--- src/rtl/ref_prediv.sv ---
module ref_prediv #(
  parameter int DIVN_W = 16,
  parameter int CODE_W = 4
) (
  input  logic              clk_ref,
  input  logic              rst_ref,
  input  logic [1:0]        mode_sel,
  input  logic [CODE_W-1:0] freq_code,
  input  logic [DIVN_W-1:0] divn_val,
  input  logic              edge_pol,
  output logic              div_clk_o,
  output logic              tick_o,
  output logic              config_error_o
);
  localparam int CNT_W = DIVN_W + 1;

  logic [CNT_W-1:0] nxt_ratio, ratio_q, cnt_q, hi_len, tick_pos;
  logic             nxt_pol, cfg_bad, pol_q, run_q, err_q;

  always_comb begin
    nxt_ratio = CNT_W'(1);
    nxt_pol   = 1'b0;
    cfg_bad   = 1'b0;
    unique case (mode_sel)
      2'b00: begin
        if (freq_code == CODE_W'(14)) nxt_ratio = CNT_W'(2);
        else if (freq_code == CODE_W'(15)) cfg_bad = 1'b1;
      end
      2'b11: begin
        case (freq_code)
          CODE_W'(0): nxt_ratio = CNT_W'(2);
          CODE_W'(1): nxt_ratio = CNT_W'(5);
          CODE_W'(2): nxt_ratio = CNT_W'(2);
          CODE_W'(3): nxt_ratio = CNT_W'(4);
          CODE_W'(4): nxt_ratio = CNT_W'(5);
          default:    cfg_bad   = 1'b1;
        endcase
      end
      2'b01: begin
        nxt_pol = edge_pol && (freq_code >= CODE_W'(2));
        case (freq_code)
          CODE_W'(3):  nxt_ratio = CNT_W'(193);
          CODE_W'(4):  nxt_ratio = CNT_W'(256);
          CODE_W'(5):  nxt_ratio = CNT_W'(625);
          CODE_W'(6):  nxt_ratio = CNT_W'(789);
          CODE_W'(7):  nxt_ratio = CNT_W'(810);
          CODE_W'(8):  nxt_ratio = CNT_W'(2430);
          CODE_W'(9):  nxt_ratio = CNT_W'(3240);
          CODE_W'(10): cfg_bad   = 1'b1;
          CODE_W'(11): nxt_ratio = CNT_W'(4860);
          CODE_W'(12): nxt_ratio = CNT_W'(6480);
          CODE_W'(13): nxt_ratio = CNT_W'(9720);
          CODE_W'(14): nxt_ratio = CNT_W'(19440);
          CODE_W'(15): nxt_ratio = CNT_W'(3125);
          default:     nxt_ratio = CNT_W'(1);
        endcase
      end
      default: begin
        if (freq_code >= CODE_W'(14)) cfg_bad = 1'b1;
        else nxt_ratio = {1'b0, divn_val} + CNT_W'(1);
      end
    endcase
  end

  always_ff @(posedge clk_ref) begin
    if (rst_ref) begin
      run_q   <= 1'b0;
      err_q   <= 1'b0;
      pol_q   <= 1'b0;
      cnt_q   <= '0;
      ratio_q <= CNT_W'(1);
    end else if (cfg_bad) begin
      err_q <= 1'b1;
      run_q <= 1'b0;
      cnt_q <= '0;
    end else if (!run_q || cnt_q == '0) begin
      run_q   <= 1'b1;
      ratio_q <= nxt_ratio;
      pol_q   <= nxt_pol;
      cnt_q   <= nxt_ratio - CNT_W'(1);
    end else begin
      cnt_q <= cnt_q - CNT_W'(1);
    end
  end

  assign hi_len   = (ratio_q == CNT_W'(1)) ? CNT_W'(1) : (ratio_q >> 1);
  assign tick_pos = (pol_q && ratio_q != CNT_W'(1)) ? ratio_q - CNT_W'(1) - hi_len
                                                    : ratio_q - CNT_W'(1);

  assign div_clk_o      = run_q && !cfg_bad && (cnt_q >= ratio_q - hi_len);
  assign tick_o         = run_q && !cfg_bad && (cnt_q == tick_pos);
  assign config_error_o = err_q;

  AST_ERR_STICKY: assert property (@(posedge clk_ref) disable iff (rst_ref)
    config_error_o |=> config_error_o);

  AST_BAD_SILENT: assert property (@(posedge clk_ref) disable iff (rst_ref)
    cfg_bad |=> (!tick_o && !div_clk_o));

  AST_RATIO_HELD: assert property (@(posedge clk_ref) disable iff (rst_ref)
    (run_q && cnt_q != '0 && !cfg_bad) |=> $stable(ratio_q));

  AST_ONE_TICK: assert property (@(posedge clk_ref) disable iff (rst_ref)
    (tick_o && ratio_q != CNT_W'(1) && cnt_q != '0) |=> !tick_o);

  AST_RISE_TICK: assert property (@(posedge clk_ref) disable iff (rst_ref)
    (!pol_q && $rose(div_clk_o)) |-> tick_o);
endmodule

--- config.mk ---
export PLATFORM = sky130hd
export DESIGN_NAME = ref_prediv
export DESIGN_NICKNAME = d
export VERILOG_FILES = /design/src/rtl/ref_prediv.sv
export SDC_FILE = /design/constraint.sdc
export NUM_CORES = 1
export LEC_CHECK = 0
export BUFFER_PORTS_ARGS = -buffer_cell sky130_fd_sc_hd__buf_2
export CORE_UTILIZATION = 45
export CTS_CLUSTER_DIAMETER = 200
export DETAILED_ROUTE_END_ITERATION = 8
export GPL_TIMING_DRIVEN = 0
export HOLD_SLACK_MARGIN = 0.02
export PLACE_DENSITY = 0.66
export SLEW_MARGIN = 20
export SYNTH_ARGS = -nofsm -noshare
export SYNTH_HDL_FRONTEND = slang
export SYNTH_SLANG_ARGS = --single-unit
export TNS_END_PERCENT = 50
--- constraint.sdc ---
create_clock -name clk_ref -period 18.7 [get_ports clk_ref]
set_clock_uncertainty 0.05 [all_clocks]
set_input_delay 3.74 -clock clk_ref [delete_from_list [all_inputs] [get_ports clk_ref]]
set_output_delay 3.74 -clock clk_ref [all_outputs]
set_load 0.1 [all_outputs]
### After elaboration in Yosys (flattened, before gate mapping)

Index checks and enable logic that the tools add are counted.

* input bits: 25
* bits in registers: 37
* logic and storage cells: 66
* output and inout bits: 3

* bitwise logic cells: 1
* add/subtract/negate cells: 6
* reductions and logical operators: 16
* equality and inequality tests: 20
* $lt $le $gt $ge: 3
* multiplexer cells: 15

Operators by type and width (number)
* 15-bit case mux with 12 select lines: 1
* 17-bit two-way mux: 3
* 17-bit case mux with 3 select lines: 1
* 17-bit by 1-bit subtractor with 17-bit output (second input constant): 3
* 17-bit by 16-bit subtractor with 17-bit output: 2
* 4-bit == test (second input constant): 8
* 16-bit by 1-bit adder with 17-bit output (second input constant): 1
* 17-bit by 1-bit == test with 1-bit output (second input constant): 1
* 17-bit == test: 1
* 17-bit greater-or-equal comparator: 1
* 17-bit zero test: 1
* 17-bit by 1-bit != test with 1-bit output (second input constant): 1
* 4-bit by 3-bit == test with 1-bit output (second input constant): 4
* 16-bit two-way mux: 1
* 3-bit case mux with 3 select lines: 1
* 4-bit by 2-bit == test with 1-bit output (second input constant): 2
* 1-bit two-way mux: 6
* 2-bit OR reduction: 3
* 1-bit logical AND: 5
* 5-bit OR reduction: 1
* 4-bit by 1-bit == test with 1-bit output (second input constant): 1
* 4-bit by 2-bit greater-or-equal comparator with 1-bit output (second input constant): 1
* 4-bit greater-or-equal comparator (second input constant): 1
* 4-bit zero test: 1
* 9 further kinds: 10

### Depth between registers and ports, before layout

Gate-level depths: netlist (run 1).

* word-level depth: 7
* gate-level depth with buffers: 25
* mapped depth without buffers: 25

### Least setup slack after synthesis (run 1)

OpenSTA, ideal clock, no wires.

* path kind: input port to output port
* start: input freq_code[3]
* end: output div_clk_o
* data required time: 14910 ps
* buffers on the path: 2
* stages on the path: 6
* arrival time: 9250 ps
* path slack: 5660 ps
* path through: buf_2 > buf_2 > o211a_1 > o21ai_1 > nand2_1 > a2111oi_0

* longest elaborated chain between the ends: 7
* elaborated cells on any way between the ends: 19
* those cells by class: 1 x order compare; 7 x eq/ne; 6 x mux; 5 x reduce/logical

RTL lines
* from (decl): RTL line 8 `input logic [CODE_W-1:0] freq_code,`
* 4-bit by 3-bit == test with 1-bit output, or another cell as far along: RTL line 30 `case (freq_code)`
* 5-bit OR reduction (no line) or 1-bit two-way mux (tied branches)
* 1-bit two-way mux, on equally long branches: RTL line 30, 26
* 1-bit case mux with 3 select lines *: RTL line 24 `unique case (mode_sel)`
* 1-bit zero test *: RTL line 90 `assign div_clk_o = run_q && !cfg_bad && (cnt_q >= ratio_q - hi_len);`
* 1-bit logical AND * (2 in a row): RTL line 90
* to (decl): RTL line 11 `output logic div_clk_o,`

Mark *: on every way between the ends. The rest lies on a longest branch, timed or not.

### Worst setup path in the final report (run 1)

* start: input freq_code[3]
* end: output tick_o

* longest elaborated chain between the ends: 7
* elaborated cells on any way between the ends: 19
* those cells by class: 1 x order compare; 7 x eq/ne; 6 x mux; 5 x reduce/logical

RTL lines
* 4-bit by 3-bit == test with 1-bit output, or another cell as far along: RTL line 30
* 5-bit OR reduction (no line) or 1-bit two-way mux (tied branches)
* 1-bit two-way mux, on equally long branches: RTL line 30, 26
* 1-bit case mux with 3 select lines *: RTL line 24
* 1-bit zero test *: RTL line 91 `assign tick_o = run_q && !cfg_bad && (cnt_q == tick_pos);`
* 1-bit logical AND * (2 in a row): RTL line 91
* to (decl): RTL line 12 `output logic tick_o,`

Marks and branches as above.

==> reports/results.txt, run 1 <==
status: finished, final reports clean
ys flop type: dfxtp_1
clock slew at reported path FFs: 50 ps
root buffer cell: clkbuf_16
Rel. slew slack: 0.4461
top-count cell post-synth: nor2_1
Clock Tree Buf Depth: 2
via count of the first global-routing pass: 5021
unrepaired setup endpoints after global routing: no
cts hold-fix bufs: 0
GRT Total Usage: 0.2705
Initial DRC Count: 343
fmax: 90.56 MHz
switching power: 289.2 uW
flops & latches, synth: 37
H-tree levels: 2
Worst EP required: 14910 ps
Synth warnings: 0
DIE HEIGHT: 108.2 um
Initial Util: 0.4640
I/O pin cnt: 28
clock group share of total power: 0.134
PortBufs: 27
antenna cells: 0
FFs w/ async S/R, synth: 0
layout cells sized above 1: 0.09283
Yosys top cell by area: dfxtp_1
WS Path Type: primary input to primary output
CP Launch Type: primary input
leakage power: 0.002259 uW
Synth top area share: 0.1460
Hold Crit Class: register to register
fin cells: 851
NumNets Final: 791
Slew @ Worst Pin: 823.3 ps
sequential cell area fraction in the yosys report: 0.1460
Comb pwr share: 0.686
final hold violations: 0
routability cong.: 0.9388
total wire length: 15140 um
die footprint: 11700 sq um
Synth area leaders: dfxtp_1, ha_1, xnor2_1, xor2_1, nor2_1
final setup violation count: 0
First-pass DRT Iterations: 5
synthesized area per cell: 7.494 sq um
post-cts resize count: 0
Max FO, Critical Path: 10
CTS tree: yes
Via density: 6.054
Syn Std Cell Area: 5074 sq um
setup_tns: 0 ps
Rows: 38
Net Count, Synth: 757
hold_ws: 410.3 ps
maximum VDD drop: 0.05145 mV
Crit path arrival time: 7250 ps
DR DRC count: 0
Post-synth EDFFs: 0
initial antenna violation count: 0
largest net degree at the start of global routing: 11
global-route wire length before repair: 24650 um
post-DP HPWL: 12510 um
period utilization: 0.5905
Inserted Clock Buffers: 5
Tmin final: 11040 ps
clk sinks: 37
Area Overhead vs Synth: 8.927%
max_cap viols: 0
DR WL/cell: 17.79 um
Synth cell types: 77
Mapped Cells: 677
antenna viol nets, final: 0
via count: 5152
core region area: 10940 sq um
crit end category: primary output
internal power: 324.6 uW
Flop pwr share: 0.180
GRT overflow: 0
Switching Fraction: 0.4711
max-slew violations: 0
# Post-CTS Setup Buffers: 0
clk_lat worst skew: 280 ps
list of most frequent post-synthesis cells: nor2_1, ha_1, xnor2_1
DIE WIDTH: 108.2 um
Power Density: 111.1 nW/um^2
dpl cells: 844
-- logic make-up (layout without fill, tap and decap cells) --
kind of cell             count (synthesis)  after routing  share of synthesized area
AO/OA/AOI/OAI                          180            180                     0.2446
XOR/XNOR                                74             74                     0.1277
adder cells (fa/ha/maj)                 55             55                     0.1386
buffers and inverters                   71            105                    0.05672
flip-flops                              37             37                     0.1460
multiplexers                            15             15                    0.03083
AND/OR/NAND/NOR                        245            245                     0.2555
-- placed cells by master, fill, tap and decap left out, types with 7 or more instances in the layout --
| master | instances |
|---|---|
| a211oi_1 | 12 |
| a21o_1 | 13 |
| a21oi_1 | 45 |
| a31oi_1 | 8 |
| and2_1 | 8 |
| buf_2 | 38 |
| clkbuf_1 | 18 |
| dfxtp_1 | 37 |
| ha_1 | 53 |
| inv_1 | 41 |
| mux2i_1 | 10 |
| nand2_1 | 43 |
| nand2b_1 | 12 |
| nand3_1 | 24 |
| nand3b_1 | 7 |
| nand4_1 | 13 |
| nor2_1 | 61 |
| nor2b_1 | 10 |
| nor3_1 | 19 |
| nor4_1 | 8 |
| o21a_1 | 12 |
| o21ai_0 | 21 |
| o31ai_1 | 7 |
| or2_2 | 8 |
| xnor2_1 | 46 |
| xor2_1 | 28 |
-- critical path, stage by stage --
cell,delay (ps)
buf_2,130
buf_2,180
buf_2,200
o211a_1,240
o21ai_1,150
nand2_1,250
a311oi_1,530
o2111a_1,290
nand4_1,100
nor4_1,310
or4b_1,510
nor4_2,140
buf_2,460
-- power groups by stage --
stage,sequential (uW),clock [uW],combinational [uW]
after floorplan,105,0,327
after global placement,111,0,403
after detailed placement,112,0,412
after CTS,110,82.8,415
after global routing,112,86.7,464
final,111,82.4,421
-- per-layer routing --
metal | up-vias | GRT usage | part of all wire
li1 | 2537 | - | -
met1 | 2423 | 0.3252 | 0.44
met2 | 158 | 0.4882 | 0.49
met3 | 34 | 0.01869 | 0.035
met4 | 0 | 0.1233 | 0.033
met5 | - | 0 | 0
-- worst paths after layout --
kind,start,to,slack (ps),cells after the start
worst max register to register,cnt_q[1],cnt_q[15],14930,10
worst max-delay path,freq_code[3],tick_o,7660,13
worst min register to register,config_error_o,config_error_o,410,2
worst min-delay path,config_error_o,config_error_o,410,2
-- metrics by stage --
| step | area [sq um] | power, uW | utilization | setup WS (ps) |
|---|---|---|---|---|
| floorplan | 5074 | 431.2 | - | 5660 |
| global placement | 5384 | 514.1 | 0.4923 | 7802 |
| detailed placement | 5384 | 523.5 | 0.4923 | 7737 |
| CTS | 5527 | 608.0 | 0.5054 | 7730 |
| global route | 5527 | 663.1 | 0.5054 | 7521 |
| finish | 5527 | 613.8 | 0.5054 | 7658 |
-- flip-flops by register name, indices dropped and copies added (netlist names) --
signal and cells:
cnt_q 17, pol_q 1, config_error_o 1, run_q 1, ratio_q 17
-- final cells by class --
type                       count  area [sq um]
fill                        1094          5409
inverter                      41         153.9
clock buffer                   7         142.6
multi-input combinational    569          4045
timing repair buffer          27         135.1
buffer                        30         133.9
tap                          140         175.2
sequential                    37         740.7
Power figures use the tool's default switching activity.
==> inputs of run 2 (changes only) <==
- ABC_AREA: not set -> 1
- clock period: 18.7 -> 11 ns (I/O delays scaled with it)
==> reports/results.txt, run 2 <==
filler instances: 1328
largest net degree at the start of global routing: 12
Worst Path Buf+Inv: 5
Hold Crit Class: register to register
Crit path arrival time: 4890 ps
Synth area leaders: nand2_1, dfxtp_1, ha_1, nand3_1, inv_1
GRT overflow: 0
Post-Synth XOR/XNOR Area: 0.06243
leakage power: 0.003215 uW
Slew @ Worst Pin: 558.5 ps
reg2reg path depth: 15
internal power: 523.2 uW
maximum VDD drop: 0.08227 mV
CTS tree: yes
Synth Area in Compound Gates: 0.1523
period utilization: 0.6493
unrepaired setup endpoints after global routing: no
biggest regs: cnt_q: 17 flops, ratio_q: 17 flops
Max FO, Critical Path: 8
crit-path max cell delay: 410 ps
post-synthesis adder-cell area fraction: 0.1285
setup_tns: 0 ps
H-tree levels: 2
list of most frequent post-synthesis cells: nand2_1, inv_1, nand3_1
fmax: 140.0 MHz
I/O pin cnt: 28
via count of the first global-routing pass: 5580
Mapped Cells: 932
NumNets Final: 1046
post-cts resize count: 0
Initial DRC Count: 330
critical hold path startpoint: config_error_o
sequential cell area fraction in the yosys report: 0.1354
Yosys top cell by area: nand2_1
root buffer cell: clkbuf_16
worst reg2reg setup slack: 8300 ps
clk_lat worst skew: 280 ps
Endpoint, Worst Hold: config_error_o
Clock Tree Buf Depth: 2
antenna cells: 0
PortBufs: 27
ys flop type: dfxtp_1
clk sinks: 37
commonest non-fill, non-tap cell in the layout: nand2_1
Area Overhead vs Synth: 8.895%
Rel. slew slack: 0.6263
slowest CP cell: buf_2
Synth warnings: 0
WS Path Type: register to primary output
Post-synth EDFFs: 0
CP Launch Type: register
synthesized area per cell: 5.871 sq um
Critical R2R Launch: cnt_q[14]
final setup violation count: 0
Switching Fraction: 0.5006
antenna viol nets, final: 0
clock group share of total power: 0.158
layout cells sized above 1: 0.09928
Via density: 5.266
Syn Std Cell Area: 5471 sq um
Net Count, Synth: 1012
Worst R2R End: cnt_q[6]
Hold Path Stages: 2
cts hold-fix bufs: 0
post-DP HPWL: 13300 um
global-route wire length before repair: 25850 um
initial antenna violation count: 0
max_cap viols: 0
top-count cell post-synth: nand2_1
largest family of logic cells by synthesized area: simple AND/OR/NAND/NOR gates
FFs w/ async S/R, synth: 0
Flop pwr share: 0.166
First-pass DRT Iterations: 5
final core occ: 0.5130
DIE HEIGHT: 112.3 um
crit end category: primary output
DIE WIDTH: 112.3 um
mux share of post-synthesis cell area: 0
via count: 5845
Initial Util: 0.4711
# Post-CTS Setup Buffers: 0
die footprint: 12600 sq um
Synth cell types: 43
Synth top area share: 0.1791
switching power: 524.4 uW
total wire length: 15480 um
Worst EP required: 8750 ps
max-slew violations: 0
DR WL/cell: 13.94 um
Comb pwr share: 0.676
core region area: 11610 sq um
Tmin final: 7142 ps
status: finished, final reports clean
final hold violations: 0
Inserted Clock Buffers: 5
GRT Total Usage: 0.2568
delay-heaviest family, CP: simple AND/OR/NAND/NOR gates
DR DRC count: 0
most frequent cell on the critical path: nand2_1
flops & latches, synth: 37
Rows: 39
most frequent cells in the layout: nand2_1, inv_1, nand3_1
Power Density: 175.8 nW/um^2
routability cong.: 0.9289
clock slew at reported path FFs: 50 ps
area fraction in and, or, nand and nor cells after synthesis: 0.4155
-- run 2: changes by cell type in the layout (fill, tap and decap cells not counted), moves of 12 or more --
cell / previous run / this run
nand2_1: 43 / 261
o21ai_0: 21 / 34
inv_2: 0 / 15
a21oi_1: 45 / 65
inv_1: 41 / 117
clkbuf_1: 18 / 3
a211oi_1: 12 / 0
nand2b_1: 12 / 0
nand3_1: 24 / 103
nor2_1: 61 / 73
xnor2_1: 46 / 14
-- run 2: metal layers --
metal,wire length (um),global-route usage
met3,458,0.008099
met2,7390,0.4712
met1,7217,0.3213
met4,412,0.09067
met5,0,0
-- run 2: logic make-up (layout without fill, tap and decap cells) --
kind of cell,count (synthesis),count (layout)
buf+inv,146,181
flops,37,37
fa+ha+maj,55,55
simple gates,507,507
compound gates,148,148
xor+xnor,39,39
-- run 2: worst min-delay path, delay by kind of cell (launching register included) --
family / cells / cell delay (ps)
DFF: 1 / 320
and+or+nand+nor: 2 / 110
-- run 2: final cells by class --
type	instances	area [sq um]	share of cell area
sequential	37	740.7	0.1243
multi-input combinational	749	4151	0.6968
timing repair buffer	27	135.1	0.02268
clock buffer	7	142.6	0.02394
inverter	134	505.5	0.08484
tap	143	178.9	0.03003
buffer	12	73.82	0.01239
clock inverter	1	30.03	0.005040
-- run 2: stage by stage --
step / hold WS (ps) / power, uW / setup slack [ps] / cell area, sq um / std cells
after floorplan: 420.4 / 726.7 / 4162 / 5472 / 932
after global placement: 401.5 / 870.5 / 4120 / 5786 / 1102
after detailed placement: 413.2 / 875.6 / 4136 / 5786 / 1102
after CTS: 425.6 / 1046 / 3806 / 5958 / 1110
after global routing: 476.4 / 1151 / 3534 / 5958 / 1110
final: 415.4 / 1048 / 3858 / 5958 / 1110
-- run 2: worst max-delay path by stage --
| stage | from | end | slack, ps | cells past startpoint |
|---|---|---|---|---|
| 4_1_cts | ratio_q[1] | div_clk_o | 3810 | 30 |
| 3_3_place_gp | ratio_q[1] | div_clk_o | 4120 | 30 |
| 5_1_grt | ratio_q[1] | div_clk_o | 3530 | 30 |
| 2_1_floorplan | mode_sel[0] | tick_o | 4160 | 14 |
| 6_report | ratio_q[1] | div_clk_o | 3860 | 30 |
| 3_5_place_dp | ratio_q[1] | div_clk_o | 4140 | 30 |
-- run 2: power by group through the flow --
stage | Combinational (uW) | Clock (uW) | Sequential, uW
6_report | 708 | 166 | 174
5_1_grt | 803 | 171 | 176
4_1_cts | 707 | 166 | 173
3_5_place_dp | 700 | 0 | 176
3_3_place_gp | 695 | 0 | 176
2_1_floorplan | 557 | 0 | 170
==> inputs of run 3 (changes only) <==
- PLACE_DENSITY: 0.66 -> 0.68
- clock period: 11 -> 5.8 ns (I/O delays scaled with it)
==> reports/results.txt, run 3 (synthesized netlist as in run 2, its figures left out) <==
antenna viol nets, final: 0
antenna cells: 0
leakage power: 0.003255 uW
via count: 5898
clk_lat worst skew: 280 ps
root buffer cell: clkbuf_16
worst slack, placed: -12.20 ps
critical hold path startpoint: config_error_o
DIE WIDTH: 112.3 um
GRT Total Usage: 0.2567
Detail Route met3 WL: 479 um
Initial DRC Count: 326
GRT overflow: 0
via count of the first global-routing pass: 5620
fin cells: 1114
biggest regs: cnt_q: 17 flops, ratio_q: 17 flops
Crit path arrival time: 4340 ps
Hold Crit Class: register to register
crit end category: primary output
Slew @ Worst Pin: 593.2 ps
PortBufs: 27
dpl cells: 1102
maximum VDD drop: 0.1491 mV
largest net degree at the start of global routing: 13
Area Overhead vs Synth: 10.63%
max-slew violations: 0
Critical R2R Launch: cnt_q[14]
H-tree levels: 2
commonest non-fill, non-tap cell in the layout: nand2_1
total wire length: 15590 um
I/O pin cnt: 28
max_cap viols: 0
slowest CP cell: dfxtp_1
global-route wire length before repair: 26100 um
NumNets Final: 1050
post-DP HPWL: 13240 um
final hold violations: 0
Max FO, Critical Path: 4
Worst EP required: 4590 ps
Max Used Layer: met4
die footprint: 12600 sq um
WS Path Type: register to primary output
most frequent cell on the critical path: nand2_1
initial antenna violation count: 0
layout cells sized above 1: 0.1184
period utilization: 0.9575
core region area: 11610 sq um
DR DRC count: 0
CTS tree: yes
Rel. slew slack: 0.6031
Clock Tree Buf Depth: 2
clock slew at reported path FFs: 60 ps
Worst Path Buf+Inv: 4
DIE HEIGHT: 112.3 um
metal2 WL: 7448 um
Power Density: 338.1 nW/um^2
Initial Util: 0.4711
Tmin final: 5554 ps
fmax: 180.1 MHz
Metal-1 WL: 7232 um
Via density: 5.294
Inserted Clock Buffers: 5
most frequent cells in the layout: nand2_1, inv_1, nand3_1
clk sinks: 37
min setup slack post-route: 246.3 ps
DR WL/cell: 14.00 um
routability cong.: 0.9386
setup_tns: 0 ps
Tot Pwr: 2047 uW
CP Launch Type: register
First-pass DRT Iterations: 4
Rows: 39
crit-path max cell delay: 350 ps
crit path from: ratio_q[9]
delay-heaviest family, CP: simple AND/OR/NAND/NOR gates
final setup violation count: 0
status: finished, final reports clean
## run 3: path summary, 6_finish.rpt
path / endpoint / slack (ps) / cells after the start
hold / removal: config_error_o / 430 / 2
setup / recovery: div_clk_o / 250 / 29
hold reg to reg: config_error_o / 430 / 2
setup reg to reg: cnt_q[14] / 3120 / 17
## run 3: layout make-up
| class | instances | area [sq um] |
|---|---|---|
| Buffer | 12 | 73.82 |
| Clock buffer | 5 | 125.1 |
| Clock inverter | 3 | 65.06 |
| Fill cell | 1279 | 5560 |
| Inverter | 134 | 505.5 |
| Multi-Input combinational cell | 749 | 4179 |
| Sequential cell | 37 | 745.7 |
| Tap cell | 143 | 178.9 |
| Timing Repair Buffer | 31 | 180.2 |
## run 3: stage by stage
step	area, sq um	util	hold WS, ps
floorplan	5472	-	420.4
global placement	5786	0.4982	410.2
detailed placement	5786	0.4982	415.6
CTS	6022	0.5185	429.1
global route	6053	0.5212	481.9
finish	6053	0.5212	425.3
## run 3: repair_timing
item                       in CTS  in global routing
pin swaps                       4                  5
gates resized for setup        12                  7
hold buffers                    0                  0
setup endpoints to repair       1                  1
setup buffers                   1                  3
## run 3: routing by layer
| layer | global-route usage | vias up |
|---|---|---|
| met2 | 0.4679 | 136 |
| met4 | 0.09689 | 0 |
| li1 | - | 3140 |
| met1 | 0.3190 | 2594 |
| met5 | 0 | - |
| met3 | 0.01188 | 28 |
## run 3: worst register-to-register path: stages (launching register included)
cell	delay (ps)
dfxtp_1	340
inv_1	150
nand3_1	120
nor3_1	300
nand2_1	170
nand2_2	150
inv_2	120
nand2_1	100
o21ai_2	90
inv_1	70
ha_1	140
inv_1	70
nor2_4	200
nand2_1	110
nor2_2	170
nand4_1	110
nand2_1	70
nor2_1	40
## run 3: where the power goes
group,switching [uW],total [uW],internal (uW)
clock,105,351,245
combinational,858,1360,506
sequential,44.0,332,288
total,1010,2050,1040
